[src/rtl/pllseq_pkg.sv]
package pllseq_pkg;

    // Input-noise bandwidth codes
    typedef enum logic [1:0] {
        BW_CLEAN     = 2'd0,
        BW_NOISIEST  = 2'd1,
        BW_NOISY     = 2'd2,
        BW_CLEANEST  = 2'd3
    } bw_code_e;

    typedef enum logic [2:0] {
        ST_IDLE,
        ST_BW,
        ST_DIV,
        ST_PWR,
        ST_WAIT,
        ST_RSTON
    } seq_state_e;

    typedef enum logic [2:0] {
        ACT_NONE,
        ACT_RST_OFF,
        ACT_BW,
        ACT_DIV,
        ACT_PWR_ON,
        ACT_PWR_OFF,
        ACT_RST_ON
    } seq_act_e;

    // Per-cycle command from controller to pin bank
    typedef struct packed {
        seq_act_e act;
        logic     done;
        logic     fail;
        logic     clr_err;
    } seq_cmd_t;

    // Lock wait length in clock cycles
    function automatic int unsigned wait_cycles(int unsigned clk_hz, int unsigned tmo_us);
        return (clk_hz / 32'd1_000_000) * tmo_us;
    endfunction

    // Pin level for a requested power state under a given polarity
    function automatic logic pdn_level(logic pol, logic power_on);
        return power_on ? ~pol : pol;
    endfunction

endpackage

[src/rtl/pllseq_lock_timer.sv]
module pllseq_lock_timer #(
    parameter int unsigned LIMIT = 500_000
) (
    input  logic clk,
    input  logic rst,
    input  logic clr,
    input  logic run,
    output logic expired
);
    localparam int CNT_W = (LIMIT < 2) ? 1 : $clog2(LIMIT);
    localparam logic [CNT_W-1:0] LAST = CNT_W'(LIMIT - 1);

    logic [CNT_W-1:0] cnt_q;

    assign expired = run && (cnt_q == LAST);

    always_ff @(posedge clk) begin
        if (rst || clr) begin
            cnt_q <= '0;
        end else if (run && !expired) begin
            cnt_q <= cnt_q + 1'b1;
        end
    end

    AST_TMR_RANGE: assert property (@(posedge clk) disable iff (rst)
        cnt_q <= LAST);

    AST_TMR_CLR: assert property (@(posedge clk) disable iff (rst)
        clr |=> (cnt_q == '0));

endmodule

[src/rtl/pllseq_ctrl.sv]
module pllseq_ctrl
    import pllseq_pkg::*;
(
    input  logic     clk,
    input  logic     rst,
    input  logic     en_req,
    input  logic     dis_req,
    input  logic     lock_in,
    input  logic     expired,
    output seq_cmd_t cmd,
    output logic     tmr_clr,
    output logic     tmr_run
);
    seq_state_e st_q, st_d;

    always_comb begin
        st_d    = st_q;
        cmd     = '{act: ACT_NONE, done: 1'b0, fail: 1'b0, clr_err: 1'b0};
        tmr_clr = 1'b0;
        tmr_run = 1'b0;
        case (st_q)
            ST_IDLE: begin
                if (dis_req) begin            // disable wins a tie
                    cmd.act     = ACT_PWR_OFF;
                    cmd.clr_err = 1'b1;
                    st_d        = ST_RSTON;
                end else if (en_req) begin
                    cmd.act     = ACT_RST_OFF;
                    cmd.clr_err = 1'b1;
                    st_d        = ST_BW;
                end
            end
            ST_BW: begin
                cmd.act = ACT_BW;
                st_d    = ST_DIV;
            end
            ST_DIV: begin
                cmd.act = ACT_DIV;
                st_d    = ST_PWR;
            end
            ST_PWR: begin
                cmd.act = ACT_PWR_ON;
                tmr_clr = 1'b1;
                st_d    = ST_WAIT;
            end
            ST_WAIT: begin
                tmr_run = 1'b1;
                if (lock_in) begin            // lock beats expiry
                    cmd.done = 1'b1;
                    st_d     = ST_IDLE;
                end else if (expired) begin
                    cmd.fail = 1'b1;
                    st_d     = ST_IDLE;
                end
            end
            ST_RSTON: begin
                cmd.act  = ACT_RST_ON;
                cmd.done = 1'b1;
                st_d     = ST_IDLE;
            end
            default: st_d = ST_IDLE;
        endcase
    end

    always_ff @(posedge clk) begin
        if (rst) st_q <= ST_IDLE;
        else     st_q <= st_d;
    end

    AST_BW_THEN_DIV: assert property (@(posedge clk) disable iff (rst)
        (st_q == ST_BW) |=> (st_q == ST_DIV));

    AST_BUSY_IGNORES: assert property (@(posedge clk) disable iff (rst)
        (st_q == ST_DIV) |=> (st_q == ST_PWR));

    AST_LOCK_EXITS: assert property (@(posedge clk) disable iff (rst)
        (st_q == ST_WAIT && lock_in) |=> (st_q == ST_IDLE));

    AST_TIE_DISABLE: assert property (@(posedge clk) disable iff (rst)
        (st_q == ST_IDLE && en_req && dis_req) |=> (st_q == ST_RSTON));

endmodule

[src/rtl/pllseq_pins.sv]
module pllseq_pins
    import pllseq_pkg::*;
#(
    parameter int         DIV_W  = 3,
    parameter logic [1:0] RST_BW = 2'd1
) (
    input  logic             clk,
    input  logic             rst,
    input  logic             pol_cfg,
    input  seq_cmd_t         cmd,
    input  logic [DIV_W-1:0] div_in,
    output logic             pll_rst,
    output logic [1:0]       bw_sel,
    output logic [DIV_W-1:0] fb_div,
    output logic             pll_pdn,
    output logic             seq_done,
    output logic             lock_err
);
    logic [DIV_W-1:0] div_hold_q;

    always_ff @(posedge clk) begin
        if (rst) begin
            pll_rst    <= 1'b1;
            bw_sel     <= RST_BW;
            fb_div     <= '0;
            div_hold_q <= '0;
            pll_pdn    <= pdn_level(pol_cfg, 1'b0);
            seq_done   <= 1'b0;
            lock_err   <= 1'b0;
        end else begin
            seq_done <= cmd.done;
            if (cmd.clr_err)   lock_err <= 1'b0;
            else if (cmd.fail) lock_err <= 1'b1;
            case (cmd.act)
                ACT_RST_OFF: begin
                    pll_rst    <= 1'b0;
                    div_hold_q <= div_in;
                end
                ACT_BW:      bw_sel  <= BW_CLEAN;
                ACT_DIV:     fb_div  <= div_hold_q;
                ACT_PWR_ON:  pll_pdn <= pdn_level(pol_cfg, 1'b1);
                ACT_PWR_OFF: pll_pdn <= pdn_level(pol_cfg, 1'b0);
                ACT_RST_ON:  pll_rst <= 1'b1;
                default: ;
            endcase
        end
    end

endmodule

[src/rtl/pll_power_seq.sv]
module pll_power_seq
    import pllseq_pkg::*;
#(
    parameter int unsigned CLK_HZ          = 50_000_000,
    parameter int unsigned LOCK_TIMEOUT_US = 10_000,
    parameter int          DIV_W           = 3,
    parameter logic [1:0]  RST_BW          = 2'd1
) (
    input  logic             clk,
    input  logic             rst,
    input  logic             en_req,
    input  logic             dis_req,
    input  logic [DIV_W-1:0] fb_div_in,
    input  logic             lock_in,
    input  logic             pol_cfg,
    output logic             pll_rst,
    output logic [1:0]       bw_sel,
    output logic [DIV_W-1:0] fb_div,
    output logic             pll_pdn,
    output logic             pll_on,
    output logic             seq_done,
    output logic             lock_err
);
    localparam int unsigned LIMIT = wait_cycles(CLK_HZ, LOCK_TIMEOUT_US);

    seq_cmd_t cmd;
    logic     tmr_clr, tmr_run, expired;

    pllseq_ctrl i_ctrl (
        .clk     (clk),
        .rst     (rst),
        .en_req  (en_req),
        .dis_req (dis_req),
        .lock_in (lock_in),
        .expired (expired),
        .cmd     (cmd),
        .tmr_clr (tmr_clr),
        .tmr_run (tmr_run)
    );

    pllseq_lock_timer #(.LIMIT(LIMIT)) i_timer (
        .clk     (clk),
        .rst     (rst),
        .clr     (tmr_clr),
        .run     (tmr_run),
        .expired (expired)
    );

    pllseq_pins #(.DIV_W(DIV_W), .RST_BW(RST_BW)) i_pins (
        .clk      (clk),
        .rst      (rst),
        .pol_cfg  (pol_cfg),
        .cmd      (cmd),
        .div_in   (fb_div_in),
        .pll_rst  (pll_rst),
        .bw_sel   (bw_sel),
        .fb_div   (fb_div),
        .pll_pdn  (pll_pdn),
        .seq_done (seq_done),
        .lock_err (lock_err)
    );

    assign pll_on = pll_pdn ^ pol_cfg;

    AST_PWR_AFTER_SETUP: assert property (@(posedge clk) disable iff (rst)
        $rose(pll_on) |-> (!pll_rst && bw_sel == BW_CLEAN));

    AST_RST_AFTER_PDN: assert property (@(posedge clk) disable iff (rst)
        $rose(pll_rst) |-> (!pll_on && seq_done));

    AST_DONE_XOR_ERR: assert property (@(posedge clk) disable iff (rst)
        !(seq_done && $rose(lock_err)));

    AST_DONE_PULSE: assert property (@(posedge clk) disable iff (rst)
        seq_done |=> !seq_done);

    AST_ERR_KEEPS_POWER: assert property (@(posedge clk) disable iff (rst)
        $rose(lock_err) |-> pll_on);

    initial begin
        assert (LIMIT >= 2);
    end

endmodule

[config.mk]
export PLATFORM = sky130hd
export DESIGN_NAME = pll_power_seq
export DESIGN_NICKNAME = d
export VERILOG_FILES = /design/src/rtl/pllseq_pkg.sv /design/src/rtl/pllseq_lock_timer.sv /design/src/rtl/pllseq_ctrl.sv /design/src/rtl/pllseq_pins.sv /design/src/rtl/pll_power_seq.sv
export SDC_FILE = /design/constraint.sdc
export NUM_CORES = 1
export LEC_CHECK = 0
export BUFFER_PORTS_ARGS = -buffer_cell sky130_fd_sc_hd__buf_2
export CORE_ASPECT_RATIO = 2
export CORE_MARGIN = 2
export CORE_UTILIZATION = 60
export CTS_BUF_LIST = sky130_fd_sc_hd__clkbuf_8
export DETAILED_ROUTE_END_ITERATION = 8
export GPL_TIMING_DRIVEN = 0
export HOLD_SLACK_MARGIN = 0.03
export PLACE_DENSITY = 0.82
export RECOVER_POWER = 100
export SLEW_MARGIN = 10
export SYNTH_ARGS = -nofsm -noshare
export SYNTH_HDL_FRONTEND = slang
export SYNTH_HIERARCHICAL = 1
export SYNTH_SLANG_ARGS = --single-unit
export TNS_END_PERCENT = 1
[constraint.sdc]
create_clock -name clk -period 3.4 [get_ports clk]
set_input_delay 0.85 -clock clk [delete_from_list [all_inputs] [get_ports clk]]
set_output_delay 0.85 -clock clk [all_outputs]
set_load 0.05 [all_outputs]
==> results.sh <==
export IMPL_status="finished, final reports clean"
export IMPL_path_class="input pin to output port"
export IMPL_synth_cells=184
export IMPL_synth_edf_count=1
export IMPL_ys_types=48
export IMPL_cts_sinks=33
export IMPL_hpwl_um=2660
export IMPL_synthTopCellsByArea="dfxtp_1 (38%), xor2_1 (4.7%), mux2i_1 (3.6%), nand2b_1 (3.4%), nor2_1 (3.4%)"
export IMPL_yosys_area_share_simple_pct=33.6
export IMPL_r2r_end="i_timer/cnt_q[9]"
export IMPL_async_flop_share_pct=0
export IMPL_die_x_um=41.4
export IMPL_hold_depth=2
export IMPL_cap_violations=0
export IMPL_syn_nets=194
export IMPL_drt_vias_per_instance=6.03
export IMPL_core_mm2=0.00270
export IMPL_num_antenna_cells=0
export IMPL_min_path_type="register to register"
export IMPL_cts_max_level=2
export IMPL_synth_top_flop_cell="dfxtp_1"
export IMPL_antenna_found_initial=0
export IMPL_yosysWarnings=6
export IMPL_cpMaxStageDelayCell="clkbuf_1"
export IMPL_ios=19
export IMPL_maxSlewHeadroom_pct=56.1
export IMPL_yosysTopAreaCell="dfxtp_1"
export IMPL_drt_iter0_markers=36
export IMPL_setup_tns_final_ns=0
export IMPL_start_kind="input pin"
export IMPL_cp_arrival_ns=1.63
export IMPL_cp_max_fo=4
export IMPL_final_hold_viol_count=0
export IMPL_portBuffers=17
export IMPL_synth_top_family_by_area="simple AND/OR/NAND/NOR gates"
export IMPL_cts_setup_buffers=0
export IMPL_synth_most_common_cell="dfxtp_1"
export IMPL_clk_pin_slew_ns=0.07
export IMPL_netlist_area_leader_share_pct=38.3
export IMPL_wl_um=3590
export IMPL_cts_inserted_buffers=5
export IMPL_grt_pass1_vias=1399
export IMPL_wl_per_cell_um=15.1
export IMPL_cts_tree="done"
export IMPL_vdd_drop_max_mv=0.532
export IMPL_crit_chain="buf_2 > xor2_1 > clkbuf_1"
export IMPL_finalSetupViolCount=0
export IMPL_gp_congestion=0.815
export IMPL_syn_mean_instance_area_um2=9.10
export IMPL_min_delay_start="i_pins/fb_div[2]"
export IMPL_leakage_nw=0.678
export IMPL_min_period_over_period_pct=72.8
export IMPL_min_period_ns=2.48
export IMPL_antenna_left=0
export IMPL_power_density_mw_per_mm2=489
export IMPL_fmax_ghz=0.404
export IMPL_r2r_start="i_timer/cnt_q[13]"
export IMPL_synth_mux_area_share_pct=4.26
export IMPL_critPathTopFamily="buffers and inverters"
export IMPL_rsz0062_at_grt="no"
export IMPL_first_pass_iters=4
export IMPL_grt_pass1_wl_um=5940
export IMPL_synth_commonest_cells="dfxtp_1 (32), nor2_1 (15), nand3_1 (11), nand2_1 (10)"
export IMPL_layout_drive_gt1_share_pct=11.5
export IMPL_synth_xor_xnor_area_share_pct=5.23
export IMPL_root_buffer="clkbuf_8"
export IMPL_syn_area_mm2=0.00167
export IMPL_post_cts_resize_count=0
export IMPL_start_util_pct=61.9
export IMPL_num_rows=27
export IMPL_gr_total_overflow=0
export IMPL_grt_max_degree=13
export IMPL_num_vias=1435
export IMPL_crit_required_ns=2.55
export IMPL_area_growth_pct=9.12
export IMPL_final_nets=218
export IMPL_tightest_slew_ns=0.649
export IMPL_postCtsHoldBufs=0
export IMPL_min_to="i_pins/fb_div[2]"
export IMPL_finalMaxSlewViolations=0
export IMPL_die_y_um=78.7
export IMPL_track_usage_pct=26.5
export IMPL_cp_num_buf_inv=2
export IMPL_reg2regPathDepth=6
export IMPL_drc=0
export IMPL_crit_path_end_kind="output port"
export IMPL_synth_compound_area_share_pct=11.8
export IMPL_yosys_area_share_adder_pct=0.747
export IMPL_reg2reg_slack_ns=0.96
export IMPL_ys_ff_latch=33
export IMPL_utilization_pct=67.6
export IMPL_crit_path_max_incr_delay_ns=0.48
export IMPL_fin_skew_ns=0.00473
export IMPL_ys_seq_area_share_pct=40.1
export IMPL_clk_latency_ns=0.29
export IMPL_die_area_mm2=0.00325
export IMPL_clockBufferDepth=2
==> final cells by class <==
type	instances	area [µm²]
inverter	5	18.8
clock buffer	5	68.8
tap	29	36.3
clock inverter	3	21.3
sequential	33	671
multi-input combinational	138	905
buffer	8	33.8
timing repair buffer	17	72.6
fill	239	876
==> routing by layer <==
metal | up-vias | global-route usage [%] | wire length, µm
li1 | 716 | - | -
met1 | 681 | 26.1 | 1300
met2 | 30 | 46.6 | 2090
met3 | 8 | 5.03 | 99
met4 | 0 | 14.5 | 102
met5 | - | 0 | 0
==> registers in the layout, summed over array words and instances (netlist names) <==
name               cells
i_pins/pll_rst         1
i_pins/lock_err        1
i_timer/cnt_q         19
i_pins/bw_sel          1
i_pins/fb_div          3
i_pins/div_hold_q      3
i_pins/seq_done        1
i_pins/pll_pdn         1
i_ctrl/st_q            3
==> worst max-delay path by stage <==
stage                      start          endpoint  cells after the start
2_1_floorplan            pol_cfg            pll_on                      1
3_3_place_gp             pol_cfg            pll_on                      3
3_5_place_dp             pol_cfg            pll_on                      3
4_1_cts                  pol_cfg            pll_on                      3
5_1_grt        i_timer/cnt_q[13]  i_timer/cnt_q[9]                      6
6_report                 pol_cfg            pll_on                      3
==> kinds of logic after synthesis <==
family / Yosys count
simple gates: 88
xor+xnor: 10
other cells: 1
compound gates: 31
fa+ha+maj: 1
mux: 7
buf+inv: 13
flops: 33
==> per-stage QoR <==
step           instance area (µm²)  setup WS [ns]  hold WS, ns  cells  power (mW)
6_report                      1830          0.924        0.474    238       0.894
5_1_grt                       1830          0.808        0.496    238       0.932
3_5_place_dp                  1800           1.15        0.467    230       0.618
2_1_floorplan                 1670          0.943        0.458    184       0.575
4_1_cts                       1890           1.14        0.477    238       0.913
3_3_place_gp                  1800           1.18        0.456    230       0.609
==> power breakdown <==
group	internal [mW]	total, mW	switching, mW
logic	0.0541	0.169	0.115
registers	0.411	0.428	0.0163
clock network	0.144	0.297	0.153
total	0.609	0.894	0.285
==> worst min-delay path: stages (launching register included) <==
cell and delay (ns):
dfxtp_1 0.31, nand2b_1 0.06, mux2i_1 0.06
==> placed cells by master, fill, tap and decap left out, drive strengths merged, types with 7 or more instances in the layout <==
cell type	Yosys	final
clkbuf	4	22
o21ai	12	12
buf	4	8
or3	7	7
a21oi	8	8
nand2	10	10
nand4	8	8
dfxtp	32	32
nand2b	9	9
nand3	11	11
xor2	9	9
nor2	15	15
Note: power is estimated with default switching activity, not from simulation.
